### src/rtl/i2c_bm_pkg.sv
package i2c_bm_pkg;

  localparam int BYTE_W = 8;
  localparam int IDX_W  = $clog2(BYTE_W + 1);
  localparam int ACK_SLOT = BYTE_W;

  typedef enum logic [1:0] {SQ_IDLE, SQ_START, SQ_BITS, SQ_STOP} seq_e;
  typedef enum logic [1:0] {ACT_START, ACT_BYTE, ACT_STOP} act_e;

  // start has priority over stop; neither means a plain byte
  function automatic act_e pick_act(input logic start_rq, input logic stop_rq);
    if (start_rq)     return ACT_START;
    else if (stop_rq) return ACT_STOP;
    else              return ACT_BYTE;
  endfunction

  // quarter-phase SCL pull-down
  function automatic logic scl_pull(input seq_e st, input logic [1:0] q, input logic held);
    case (st)
      SQ_START: return (q == 2'd3);
      SQ_BITS:  return (q == 2'd0) || (q == 2'd3);
      SQ_STOP:  return (q == 2'd0);
      default:  return held;
    endcase
  endfunction

  // quarter-phase SDA pull-down
  function automatic logic sda_pull(input seq_e st, input logic [1:0] q,
                                    input logic [IDX_W-1:0] idx, input logic msb);
    case (st)
      SQ_START: return (q != 2'd0);
      SQ_BITS:  return (idx == IDX_W'(ACK_SLOT)) ? 1'b0 : ~msb;
      SQ_STOP:  return (q < 2'd2);
      default:  return 1'b0;
    endcase
  endfunction

endpackage

### src/rtl/i2c_bm_qtimer.sv
module i2c_bm_qtimer #(
  parameter int QDIV = 25
) (
  input  logic clk,
  input  logic rst_n,
  input  logic run,
  output logic tick
);
  localparam int CW = (QDIV > 1) ? $clog2(QDIV) : 1;
  localparam logic [CW-1:0] LAST = CW'(QDIV - 1);

  logic [CW-1:0] cnt;

  assign tick = run && (cnt == LAST);

  always_ff @(posedge clk or negedge rst_n) begin
    if (!rst_n)      cnt <= '0;
    else if (!run)   cnt <= '0;
    else if (tick)   cnt <= '0;
    else             cnt <= cnt + 1'b1;
  end
endmodule

### src/rtl/i2c_bm_seq.sv
module i2c_bm_seq
  import i2c_bm_pkg::*;
(
  input  logic              clk,
  input  logic              rst_n,
  input  logic              go,
  input  act_e              act,
  input  logic [BYTE_W-1:0] byte_in,
  input  logic              tick,
  input  logic              sda_in,
  output logic              scl_oe,
  output logic              sda_oe,
  output logic              busy,
  output logic              op_end,
  output logic              ack_stb,
  output logic              ack_val,
  output logic              in_start,
  output logic              in_stop
);
  seq_e              st;
  logic [1:0]        q;
  logic [IDX_W-1:0]  idx;
  logic [BYTE_W-1:0] shreg;
  logic              held;

  logic at_ack, q_last;
  assign at_ack   = (st == SQ_BITS) && (idx == IDX_W'(ACK_SLOT));
  assign q_last   = tick && (q == 2'd3);
  assign busy     = (st != SQ_IDLE);
  assign in_start = (st == SQ_START);
  assign in_stop  = (st == SQ_STOP);
  assign op_end   = q_last && (at_ack || st == SQ_STOP);
  assign ack_stb  = tick && at_ack && (q == 2'd1);
  assign ack_val  = ~sda_in;
  assign scl_oe   = scl_pull(st, q, held);
  assign sda_oe   = sda_pull(st, q, idx, shreg[BYTE_W-1]);

  always_ff @(posedge clk or negedge rst_n) begin
    if (!rst_n) begin
      st <= SQ_IDLE; q <= '0; idx <= '0; shreg <= '0; held <= 1'b0;
    end else if (st == SQ_IDLE) begin
      if (go) begin
        shreg <= byte_in;
        q     <= '0;
        idx   <= '0;
        case (act)
          ACT_START: st <= SQ_START;
          ACT_STOP:  st <= SQ_STOP;
          default:   st <= SQ_BITS;
        endcase
      end
    end else if (tick) begin
      q <= q + 2'd1;
      if (q == 2'd3) begin
        case (st)
          SQ_START: begin st <= SQ_BITS; held <= 1'b1; end
          SQ_BITS:
            if (at_ack) st <= SQ_IDLE;
            else begin
              idx   <= idx + 1'b1;
              shreg <= {shreg[BYTE_W-2:0], 1'b0};
            end
          SQ_STOP:  begin st <= SQ_IDLE; held <= 1'b0; end
          default:  st <= SQ_IDLE;
        endcase
      end
    end
  end
endmodule

### src/rtl/i2c_byte_master.sv
module i2c_byte_master
  import i2c_bm_pkg::*;
#(
  parameter int QDIV = 25
) (
  input  logic              clk,
  input  logic              rst_n,
  input  logic              ctl_wr,
  input  logic [2:0]        ctl_wdata,
  output logic [2:0]        ctl_q,
  input  logic              txd_wr,
  input  logic [BYTE_W-1:0] txd_wdata,
  output logic              op_done,
  output logic              slave_acked,
  input  logic              sda_in,
  output logic              scl_oe,
  output logic              sda_oe
);
  logic en_q, start_q, stop_q, done_q, ack_q;
  logic busy, launch, tick, op_end, ack_stb, ack_val, in_start, in_stop;
  act_e act;

  assign act    = pick_act(start_q, stop_q);
  assign launch = txd_wr && !busy && en_q;

  i2c_bm_qtimer #(.QDIV(QDIV)) u_tmr (
    .clk(clk), .rst_n(rst_n), .run(busy), .tick(tick)
  );

  i2c_bm_seq u_seq (
    .clk(clk), .rst_n(rst_n), .go(launch), .act(act), .byte_in(txd_wdata),
    .tick(tick), .sda_in(sda_in), .scl_oe(scl_oe), .sda_oe(sda_oe),
    .busy(busy), .op_end(op_end), .ack_stb(ack_stb), .ack_val(ack_val),
    .in_start(in_start), .in_stop(in_stop)
  );

  // control register: a launch clears the requests and wins over a same-cycle write
  always_ff @(posedge clk or negedge rst_n) begin
    if (!rst_n) begin
      en_q <= 1'b0; start_q <= 1'b0; stop_q <= 1'b0;
    end else if (launch) begin
      start_q <= 1'b0; stop_q <= 1'b0;
    end else if (ctl_wr) begin
      {stop_q, start_q, en_q} <= ctl_wdata;
    end
  end

  // status
  always_ff @(posedge clk or negedge rst_n) begin
    if (!rst_n) begin
      done_q <= 1'b1; ack_q <= 1'b0;
    end else if (launch) begin
      done_q <= 1'b0; ack_q <= 1'b0;
    end else begin
      if (ack_stb) ack_q  <= ack_val;
      if (op_end)  done_q <= 1'b1;
    end
  end

  assign ctl_q       = {stop_q, start_q, en_q};
  assign op_done     = done_q;
  assign slave_acked = ack_q;
endmodule

### config.mk
export PLATFORM = sky130hd
export DESIGN_NAME = i2c_byte_master
export DESIGN_NICKNAME = d
export VERILOG_FILES = /design/src/rtl/i2c_bm_pkg.sv /design/src/rtl/i2c_bm_qtimer.sv /design/src/rtl/i2c_bm_seq.sv /design/src/rtl/i2c_byte_master.sv
export SDC_FILE = /design/constraint.sdc
export NUM_CORES = 1
export LEC_CHECK = 0
export BUFFER_PORTS_ARGS = -buffer_cell sky130_fd_sc_hd__buf_2
export CORE_ASPECT_RATIO = 0.8
export CORE_MARGIN = 8
export CORE_UTILIZATION = 50
export CTS_CLUSTER_DIAMETER = 50
export DETAILED_ROUTE_END_ITERATION = 10
export PLACE_DENSITY = 0.77
export SLEW_MARGIN = 0
export SYNTH_ARGS = -nofsm -noshare
export SYNTH_HDL_FRONTEND = slang
export SYNTH_SLANG_ARGS = --single-unit
### constraint.sdc
create_clock -name clk -period 3.3 [get_ports clk]
set_input_delay 0.99 -clock clk [delete_from_list [all_inputs] [get_ports clk]]
set_output_delay 0.99 -clock clk [all_outputs]
set_load 0.01 [all_outputs]
* Word level (Yosys, flattened, before mapping)
Index checks and enable logic that the tools add are counted.
** Storage, ports and cells
- Bits in registers :: 27
- Input bits :: 16
- Output and inout port bits :: 7
- Logic and storage cells :: 96
** Operators by class
- Add/subtract/negate cells :: 3
- $lt $le $gt $ge :: 1
- Equality and inequality tests :: 11
- Multiplexer cells :: 38
- Bitwise logic cells :: 4
- Reduce and logical (&&, ||, !) cells :: 28
** Operator list (count)
- 8-bit two-way mux :: 6
- 4-bit two-way mux :: 6
- 2-bit two-way mux :: 10
- 2-bit nonzero test :: 9
- 5-bit two-way mux :: 2
- 1-bit two-way mux :: 9
- 2-bit == test, second input constant :: 4
- 1-bit logical AND :: 8
- 2-bit one-hot mux with 2 select lines :: 2
- 4-bit AND reduction :: 2
- 2-bit logical NOT :: 3
- 1-bit one-hot mux with 3 select lines :: 2
- 5-bit by 1-bit adder with 5-bit output, second input constant :: 1
- 5-bit == test, second input constant :: 1
- 5-bit AND reduction :: 1
- 4-bit by 1-bit adder with 4-bit output, second input constant :: 1
- 2-bit by 1-bit == test with 1-bit output, second input constant :: 2
- 4-bit == test, second input constant :: 1
- 2-bit != test, second input constant :: 2
- 1-bit inverter :: 4
- 2-bit AND reduction :: 2
- 3-bit by 2-bit != test with 1-bit output, second input constant :: 1
- 2-bit by 1-bit adder with 2-bit output, second input constant :: 1
- 1-bit logical OR :: 2
- 3 further kinds :: 3

* Depth between registers and ports, before layout
Gate-level depths: netlist (run 1).
- Depth after elaboration :: 7
- Gate-level depth with buffers :: 7
- Depth with buffers taken out :: 6

* Cells and area by module
From an unflattened synthesis (run 1), not the netlist that was laid out.
** Unflattened totals
- Cell total of the unflattened synthesis :: 141
- Area, all modules :: 1581.5 µm²
** Modules (own cells, without submodules)
- i2c_bm_seq :: times used 1, cells an instance 96, area an instance 1053.5 µm², sequential area each 425.4 µm²
- i2c_bm_qtimer :: times used 1, cells an instance 23, area an instance 285.3 µm², sequential area each 125.1 µm²
- i2c_byte_master :: times used 1, cells an instance 22, area an instance 242.7 µm², sequential area each 126.4 µm²

* Worst setup path after synthesis (run 1)
OpenSTA, ideal clock, no wires.
- Path type :: register -> output
- From :: register u_seq.st[0]
- To :: output scl_oe
- Arrival :: 1.214 ns
- Required time :: 2.310 ns
- Slack :: 1.096 ns
- Cell stages (with the launch flop) :: 3
- Buffers on the path :: 1
- Cell sequence :: dfrtp_1 -> buf_1 -> mux4_2
** On the way
- Word-level cells in the longest chain between the ends :: 2
- Elaborated cells on any way between the ends :: 4
- Classes of those cells :: eq/ne: 3; mux: 1
** Ends and longest elaborated chain
- from (decl) :: RTL line i2c_bm_seq.sv:20 : seq_e st;
- from (signal assigned) :: RTL line i2c_bm_seq.sv:40 : st <= SQ_IDLE; q <= '0; idx <= '0; shreg <= '0; held <= 1'b0;
- from (signal assigned) :: RTL line i2c_bm_seq.sv:47 : ACT_START: st <= SQ_START;
- from (signal assigned) :: RTL line i2c_bm_seq.sv:48 : ACT_STOP: st <= SQ_STOP;
- 2-bit == test, or another cell as far along
- 1-bit one-hot mux with 3 select lines * :: RTL line i2c_bm_pkg.sv:19 : case (st)
- to (decl) :: RTL line i2c_byte_master.sv:16 : output logic scl_oe,
Mark *: on every way between the ends. The rest lies on a longest branch, timed or not.

* Worst setup path in the final report (run 1)
- From :: register u_seq.q[0]
- To :: output scl_oe
** On the way
- Word-level cells in the longest chain between the ends :: 3
- Elaborated cells on any way between the ends :: 4
- Classes of those cells :: eq/ne: 1; mux: 1; reduce/logical: 2
** Ends and longest elaborated chain
- from (decl) :: RTL line i2c_bm_seq.sv:21 : logic [1:0] q;
- from (signal assigned) :: RTL line i2c_bm_seq.sv:53 : q <= q + 2'd1;
- 2-bit == test or 2-bit logical NOT (tied branches) :: RTL line i2c_bm_pkg.sv:20, i2c_bm_pkg.sv:21, i2c_bm_pkg.sv:22
- 1-bit logical OR :: RTL line i2c_bm_pkg.sv:21 : SQ_BITS: return (q == 2'd0) || (q == 2'd3);
- 1-bit one-hot mux with 3 select lines * :: RTL line i2c_bm_pkg.sv:19
Marks and branches as above.

==> summary.md, run 1 <==
| Metric | Value |
|---|---|
| Status | `finished clean` |
| Hpwl dp | `~2100 um` |
| Post-route non-filler standard cell count | `188` |
| Worst hold path class | `reg -> reg` |
| Max Root-Sink Buffers | `2` |
| Post-CTS Setup Inserts | `0` |
| Worst R2R Start | `u_seq.st[1]` |
| Mapped Area | `roughly 0.0015 mm2` |
| Resize count post-CTS | `0` |
| Inst Count DP | `between 150 and 200` |
| Die Wd | `just under 80 um` |
| Sequential fraction of the synthesis area | `0.452` |
| Final hold slack | `between 0.4 and 0.5 ns` |
| Post-layout util | `0.587` |
| Setup violators final | `0` |
| FF-to-FF End | `u_seq.shreg[3]` |
| Clock Sink Count | `27` |
| First-pass GRT wire length | `4850 um` |
| DRT Pass-1 Iters | `4` |
| Post-synth EDFFs | `0` |
| PortBufs | `22` |
| Core box area | `approximately 0.0028 mm2` |
| Setup TNS | `0 ns` |
| Initial antenna violation count | `0` |
| GRT Util Overall | `0.117` |
| RSZ-0062 raised after global routing | `false` |
| PD cells | `around 800 mW/mm2` |
| Leak | `approximately 0.00084 uW` |
| Per-cell routed wire length | `roughly 15 um` |
| Num ports | `23` |
| Setup crit end | `scl_oe` |
| Die area | `approximately 0.0050 mm2` |
| Fin crit period | `2.64 ns` |
| Critical Path Source | `u_seq.q[0]` |
| Unique masters post-synth | `42` |
| Peak VDD IR | `395 uV` |
| Final RePlAce weighted congestion | `between 0.7 and 0.8` |
| CTS tree | `done` |
| Via Count | `approximately 1000` |
| Tcrit/Tclk final | `0.800` |
| Arrival time worst endpoint | `1.65 ns` |
| Setup slack after layout | `approximately 0.66 ns` |
| Slew Limit Fails | `0` |
| Synth Net Count | `around 150` |
| Final Hold Violating Endpoints | `0` |
| Post-route ant nets | `0` |
| Grt total ovfl | `0` |
| Ys Warns | `0` |
| Yosys reg bits | `27` |
| Relative slew margins | `0.604` |
| Least-Margin Pin Slew | `0.594 ns` |
| Startpoint types | `flop` |
| Clock latency on the worst-skew pair | `0.27 ns` |
| Reg2reg path depth | `4` |
| Initial Util | `0.534` |
| Hold_buf cts | `0` |
| Iter 0 DRT Violations | `48` |
| Worst setup path category | `reg -> out` |
| Clock-pin slew on the worst setup and hold paths | `roughly 0.08 ns` |
| Area growth, synth to finish | `9.93%` |
| H-tree levels | `1` |
| Total CTS buffers | `3` |
| Vias in the first global route | `about 1100` |
| Routed vias/inst | `about 5.4` |
| Chip height | `~65 um` |
| CP max FO | `5` |
| Final #Nets | `174` |
| CP Capture Type | `primary output` |
| Cells after synthesis | `approximately 130` |
| Worst clock skew | `between 0.001 and 0.0015 ns` |
| Worst EP required | `around 2.3 ns` |
| Root buffer selected by CTS | `clkbuf_8` |
| Post-synth top flop | `dfrtp_1` |
| Pin count of the biggest net entering global routing | `28` |
| Flop2flop setup slack | `about 1.4 ns` |
| Fmax | `between 0.3 and 0.4 GHz` |
| Fraction of layout cells with a size suffix above 1 | `0.320` |
| WL final | `~2800 um` |
| Num rows | `17` |
| Max-cap viol count | `0` |
| Syn avg cell area | `approximately 11 um2` |
| Place WS | `around 0.95 ns` |
| Post-synth ARST share | `1.00` |
| DRC viols | `0` |
| Ant diodes | `0` |
-- cells by family (layout without fill, tap and decap cells) --
family | count (synthesis) | count (layout) | synth area share
AOI/OAI and AO/OA | 23 | 23 | 0.107
xor gates and xnor gates | 3 | 3 | 0.0175
adders and majority gates | 7 | 7 | 0.0584
buffers and inverters | 15 | 34 | 0.0559
DFF | 27 | 27 | 0.452
muxes | 20 | 20 | 0.168
and+or+nand+nor | 36 | 36 | 0.142
-- how the worst min path moves through the flow --
stage / startpoint / to / cells after the start
after floorplan: u_seq.shreg[0] / u_seq.shreg[0] / 1
after global placement: op_done / op_done / 2
after detailed placement: op_done / op_done / 2
after CTS: op_done / op_done / 2
after global routing: op_done / op_done / 2
final: op_done / op_done / 2
-- critical path: stages (launching register included) --
cell	delay (ns)
dfrtp_1	0.42
inv_1	0.07
ha_1	0.27
inv_1	0.04
mux4_2	0.44
buf_2	0.15
-- power by group --
part | switching, uW | internal (uW)
combinational | 219 | 284
sequential | 136 | 470
clock | 96.2 | 86.4
total | 452 | 841
-- cells in the final DEF (no fill, tap or decap), types with 5 or more instances in the layout --
master	count
buf_2	22
nor2_1	11
nand3_1	5
mux2_2	10
dfrtp_1	26
mux2_4	5
ha_1	7
inv_1	8
nand2_1	8
o21ai_0	8
-- flip-flops by register name (all words and copies together), names as in the netlist, 2 cells and up --
register,cells
u_seq.q,2
u_seq.shreg,8
u_tmr.cnt,5
u_seq.st,2
u_seq.idx,4
-- stage by stage --
stage | cell area, um2 | power [uW]
after floorplan | 1500 | 996
after global placement | 1600 | 1090
after detailed placement | 1600 | 1120
after CTS | 1650 | 1310
after global routing | 1650 | 1400
final | 1650 | 1290
-- cells in the mapped netlist, types with 2 or more instances --
cell type	number	area [um2]
dfrtp_1	26	651
nor2_1	11	41.3
mux2_2	10	113
inv_1	8	30.0
nand2_1	8	30.0
o21ai_0	8	40.0
ha_1	7	87.6
mux2_4	5	75.1
nand3_1	5	25.0
a21oi_1	3	15.0
buf_4	3	22.5
mux2i_1	3	30.0
a21o_1	2	15.0
buf_6	2	22.5
o21a_1	2	15.0
xor2_1	2	17.5
-- metal layers --
| metal | vias up | GRT usage | wire length, um |
|---|---|---|---|
| li1 | 489 | - | - |
| met1 | 499 | 0.136 | 1220 |
| met2 | 17 | 0.203 | 1390 |
| met3 | 4 | 0.0441 | 133 |
| met4 | 0 | 0.0211 | 26 |
| met5 | - | 0 | 0 |
-- cell type report --
cell class	count	area (um2)
fillers	235	1160
repair buffers	22	110
flip-flops and latches	27	677
well taps	38	47.5
clock buffers	4	45.0
inverters	8	30.0
multi-input cells	89	738
No activity file was read; power rests on OpenSTA's default activity.
==> run 2: changes to the inputs <==
clock period = 2.5 ns   (was 3.3 ns; I/O delays follow)
==> summary.md, run 2 (same netlist as run 1, synthesis figures left out) <==
| Metric | Value |
|---|---|
| Status | `finished clean` |
| Chip height | `65.0 um (unchanged)` |
| Inst Count DP | `184 (unchanged)` |
| DRT Pass-1 Iters | `4 (unchanged)` |
| Least-Margin Pin Slew | `0.588 ns (-0.00598 ns)` |
| Vias in the first global route | `1024 (-2.8%)` |
| Final RePlAce weighted congestion | `0.769 (unchanged)` |
| DRC viols | `0 (unchanged)` |
| Worst setup path category | `reg -> out` |
| Final #Nets | `175 (+0.57%)` |
| Hold_buf cts | `0 (unchanged)` |
| Worst stage delay on the critical path | `0.43 ns (about the same)` |
| Clock Sink Count | `27 (unchanged)` |
| Commonest non-fill, non-tap cell in the layout | `dfrtp_1` |
| RSZ-0062 raised after global routing | `false` |
| Routed vias/inst | `5.37 (about the same)` |
| Total CTS buffers | `3 (unchanged)` |
| Die area | `0.00502 mm2 (unchanged)` |
| Largest regs | `u_seq.shreg x8, u_tmr.cnt x5, u_seq.idx x4` |
| Worst clock skew | `0.00237 ns (+0.00116 ns)` |
| Post-route non-filler standard cell count | `189 (+0.53%)` |
| Slew Limit Fails | `0 (unchanged)` |
| Via Count | `1015 (+0.59%)` |
| Core box area | `0.00281 mm2 (unchanged)` |
| Grt total ovfl | `0 (unchanged)` |
| Worst hold path class | `in -> async` |
| Setup violators final | `0 (unchanged)` |
| WL final | `2760 um (about the same)` |
| Pwr Total | `1720 uW (+33%)` |
| Clock-pin slew on the worst setup and hold paths | `0.09 ns (about the same)` |
| Filler instances | `240 (+2.1%)` |
| Most frequent cells in the layout | `dfrtp_1 (26), buf_2 (22), nor2_1 (11)` |
| Crit-path cells | `inv_1 > ha_1 > inv_1 > mux4_2 > buf_2` |
| Peak VDD IR | `504 uV (+28%)` |
| CTS tree | `done` |
| Area growth, synth to finish | `10.5%` |
| Max reg flops | `8 (unchanged)` |
| Fraction of layout cells with a size suffix above 1 | `0.331 (+0.0111)` |
| Most used cell, CP | `inv_1` |
| Startpoint types | `flop` |
| CP max-delay cell | `mux4_2` |
| PD cells | `1040 mW/mm2 (+33%)` |
| Post-route ant nets | `0 (unchanged)` |
| Tcrit/Tclk final | `0.960` |
| Worst Path Buf+Inv | `3 (unchanged)` |
| Max-cap viol count | `0 (unchanged)` |
| Max Root-Sink Buffers | `2 (unchanged)` |
| Per-cell routed wire length | `14.6 um (-0.57%)` |
| Pin count of the biggest net entering global routing | `28 (unchanged)` |
| Num rows | `17 (unchanged)` |
| CP Capture Type | `primary output` |
| First-pass GRT wire length | `4750 um (-2.0%)` |
| Arrival time worst endpoint | `1.65 ns (about the same)` |
| Initial antenna violation count | `0 (unchanged)` |
| PortBufs | `22 (unchanged)` |
| GRT Util Overall | `0.115 (-0.00178)` |
| Die Wd | `77.2 um (unchanged)` |
| Critical path's top delay family | `multiplexers` |
| Top reg by flops | `u_seq.shreg` |
| Initial Util | `0.534 (unchanged)` |
| Num ports | `23 (unchanged)` |
| H-tree levels | `1 (unchanged)` |
| Final Hold Violating Endpoints | `0 (unchanged)` |
| Clock latency on the worst-skew pair | `0.27 ns (about the same)` |
| Hpwl dp | `2100 um (+0.55%)` |
| Leak | `0.000847 uW (+0.56%)` |
| Fmax | `approximately 0.42 GHz` |
| Setup TNS | `0 ns (unchanged)` |
| Worst EP required | `1.75 ns (-0.56 ns)` |
| Ant diodes | `0 (unchanged)` |
| Iter 0 DRT Violations | `57 (+19%)` |
| CP max FO | `5 (unchanged)` |
| Relative slew margins | `0.608 (+0.00399)` |
| Root buffer selected by CTS | `clkbuf_8` |
| Fin crit period | `approximately 2.4 ns` |
## run 2: cell count changes in the layout (fill, tap and decap cells not counted), sizes merged
cell  delta
buf      +1
## run 2: path summary, 6_finish.rpt
path                        startpoint        endpoint  slack, ns  depth (start not counted)
hold / removal                   rst_n            en_q       0.47                          1
max in group asynchronous        rst_n     u_seq.st[0]       1.64                          1
hold reg to reg                op_done         op_done       0.48                          2
setup reg to reg           u_seq.st[1]  u_seq.shreg[4]       0.55                          4
min in group clk               op_done         op_done       0.48                          2
setup / recovery            u_seq.q[0]          scl_oe        0.1                          5
## run 2: where the power goes
group,switching (uW),leakage (uW),internal (uW)
Clock,127,0.0000228,114
Sequential,182,0.000333,621
Combinational,295,0.000491,384
Total,604,0.000847,1120
## run 2: per-layer routing
metal  vias up  share of wire  track usage
li1        494              -            -
met2        16           0.49        0.195
met4         0         0.0029       0.0141
met5         -              0            0
met1       503           0.45        0.137
met3         2          0.057       0.0468
## run 2: per-stage QoR
stage / hold slack [ns] / cell area [um2] / util / setup WS [ns]
2_1_floorplan: 0.446 / 1500 / - / 0.536
3_3_place_gp: 0.456 / 1600 / 0.571 / 0.413
3_5_place_dp: 0.465 / 1600 / 0.571 / 0.399
4_1_cts: 0.478 / 1650 / 0.587 / 0.0907
5_1_grt: 0.488 / 1660 / 0.590 / 0.00121
6_report: 0.472 / 1660 / 0.590 / 0.0999
## run 2: final cells by class
type                            count  area (um2)  area share
Sequential cell                    27         677       0.409
Multi-Input combinational cell     89         739       0.446
Tap cell                           38        47.5      0.0287
Inverter                            8        30.0      0.0181
Clock buffer                        4        45.0      0.0272
Timing Repair Buffer               23         118      0.0710
## run 2: worst register-to-register path: cells and delay by family (launching register included)
| family | cells | cell delay (ns) |
|---|---|---|
| muxes | 1 | 0.41 |
| DFF | 1 | 0.53 |
| and+or+nand+nor | 3 | 0.91 |
## run 2: timing repair
item	in CTS	in global routing
setup buffers	0	1
gates resized for setup	0	1
endpoints found under the hold margin	0	0
setup endpoints to repair	0	2
==> run 3: changes to the inputs <==
clock period = 2.6 ns   (was 2.5 ns; I/O delays follow)
==> summary.md, run 3 (same netlist as run 1, synthesis figures left out) <==
| Metric | Value |
|---|---|
| PortBufs | `22 (unchanged)` |
| Via Count | `1022 (+0.69%)` |
| Inst Count DP | `184 (unchanged)` |
| Worst setup path category | `reg -> out` |
| Resize count post-CTS | `0 (unchanged)` |
| Final #Nets | `174 (-0.57%)` |
| Core box area | `0.00281 mm2 (unchanged)` |
| Final RePlAce weighted congestion | `0.769 (unchanged)` |
| Clock Sink Count | `27 (unchanged)` |
| Relative slew margins | `0.601 (-0.00742)` |
| DRC viols | `0 (unchanged)` |
| Worst clock skew | `0.00338 ns (+0.00100 ns)` |
| Worst hold path class | `reg -> reg` |
| Least-Margin Pin Slew | `0.599 ns (+0.0111 ns)` |
| Vias in the first global route | `1056 (+3.1%)` |
| CP max FO | `5 (unchanged)` |
| Chip height | `65.0 um (unchanged)` |
| Leak | `0.000843 uW (-0.56%)` |
| Clock latency on the worst-skew pair | `0.26 ns (about the same)` |
| Fin crit period | `between 2 and 2.5 ns` |
| Initial antenna violation count | `0 (unchanged)` |
| Iter 0 DRT Violations | `49 (-14%)` |
| Final Hold Violating Endpoints | `0 (unchanged)` |
| Initial Util | `0.534 (unchanged)` |
| Setup TNS | `0 ns (unchanged)` |
| RSZ-0062 raised after global routing | `false` |
| Post-layout util | `0.587 (-0.00312)` |
| Top reg by flops | `u_seq.shreg` |
| Total CTS buffers | `3 (unchanged)` |
| Cell count of the worst hold path | `2` |
| Pwr Total | `1650 uW (-4.4%)` |
| Largest regs | `u_seq.shreg x8, u_tmr.cnt x5, u_seq.idx x4` |
| DRT Pass-1 Iters | `4 (unchanged)` |
| GRT Util Overall | `0.118 (+0.00295)` |
| Post-CTS Setup Inserts | `0 (unchanged)` |
| Hpwl dp | `2150 um (+2.2%)` |
| Die area | `0.00502 mm2 (unchanged)` |
| H-tree levels | `1 (unchanged)` |
| Post-route ant nets | `0 (unchanged)` |
| Startpoint types | `flop` |
| Die Wd | `77.2 um (unchanged)` |
| Worst EP required | `1.82 ns (+0.07 ns)` |
| Root buffer selected by CTS | `clkbuf_8` |
| Per-cell routed wire length | `15.3 um (+4.6%)` |
| PD cells | `1000 mW/mm2 (-3.8%)` |
| Clock-pin slew on the worst setup and hold paths | `0.09 ns (about the same)` |
| Routed vias/inst | `5.44 (+1.2%)` |
| Slew Limit Fails | `0 (unchanged)` |
| Tcrit/Tclk final | `0.935` |
| Most frequent cells in the layout | `dfrtp_1 (26), buf_2 (22), nor2_1 (11)` |
| Pin count of the biggest net entering global routing | `28 (unchanged)` |
| Num ports | `23 (unchanged)` |
| WL final | `2870 um (+4.1%)` |
| Max reg flops | `8 (unchanged)` |
| Peak VDD IR | `523 uV (+3.8%)` |
| Status | `finished clean` |
| Grt total ovfl | `0 (unchanged)` |
| CP Capture Type | `primary output` |
| Reg2reg path depth | `4 (unchanged)` |
| CTS tree | `done` |
| Setup violators final | `0 (unchanged)` |
| Fmax | `about 0.41 GHz` |
| Hold_buf cts | `0 (unchanged)` |
| Ant diodes | `0 (unchanged)` |
| Fraction of layout cells with a size suffix above 1 | `0.320 (-0.0111)` |
| Max Root-Sink Buffers | `2 (unchanged)` |
| First-pass GRT wire length | `4950 um (+4.2%)` |
| Num rows | `17 (unchanged)` |
| Commonest non-fill, non-tap cell in the layout | `dfrtp_1` |
| Post-route non-filler standard cell count | `188 (-0.53%)` |
| Area growth, synth to finish | `9.93%` |
| Arrival time worst endpoint | `1.65 ns (about the same)` |
| Max-cap viol count | `0 (unchanged)` |
[run 3: cell type report]
class,count,area (um2)
tap,38,47.5
clock buffer,4,45.0
fill,249,1160
inverter,8,30.0
sequential,27,677
timing repair buffer,22,110
multi-input combinational,89,738
[run 3: through the flow]
stage / setup slack [ns] / hold slack (ns) / cell area [um2]
3_3_place_gp: 0.483 / 0.456 / 1600
5_1_grt: 0.0356 / 0.493 / 1650
3_5_place_dp: 0.456 / 0.462 / 1600
4_1_cts: 0.155 / 0.482 / 1650
6_report: 0.168 / 0.478 / 1650
2_1_floorplan: 0.606 / 0.446 / 1500
[run 3: power breakdown]
| part | total (uW) | switching, uW | internal (uW) |
|---|---|---|---|
| Clock | 228 | 119 | 109 |
| Sequential | 778 | 181 | 597 |
| Combinational | 642 | 280 | 361 |
| Total | 1650 | 580 | 1070 |
[run 3: layer usage]
| layer | global-route usage | share of wire |
|---|---|---|
| met5 | 0 | 0 |
| met4 | 0.0141 | 0.0049 |
| met3 | 0.0331 | 0.036 |
| met1 | 0.139 | 0.44 |
| met2 | 0.214 | 0.52 |
[run 3: critical path, stage by stage (launching register included)]
cell	delay [ns]
dfrtp_1	0.41
inv_1	0.10
ha_1	0.14
and3b_1	0.28
nor2_1	0.06
o211ai_1	0.14
o21ai_0	0.10
buf_2	0.16
[run 3: final timing paths]
check / start / to / slack [ns]
min in group asynchronous: rst_n / en_q / 0.51
worst min-delay path: op_done / op_done / 0.48
max in group asynchronous: rst_n / u_seq.shreg[4] / 1.69
worst max register to register: u_seq.st[1] / u_seq.shreg[7] / 0.65
worst min register to register: op_done / op_done / 0.48
worst max-delay path: u_seq.idx[0] / sda_oe / 0.17
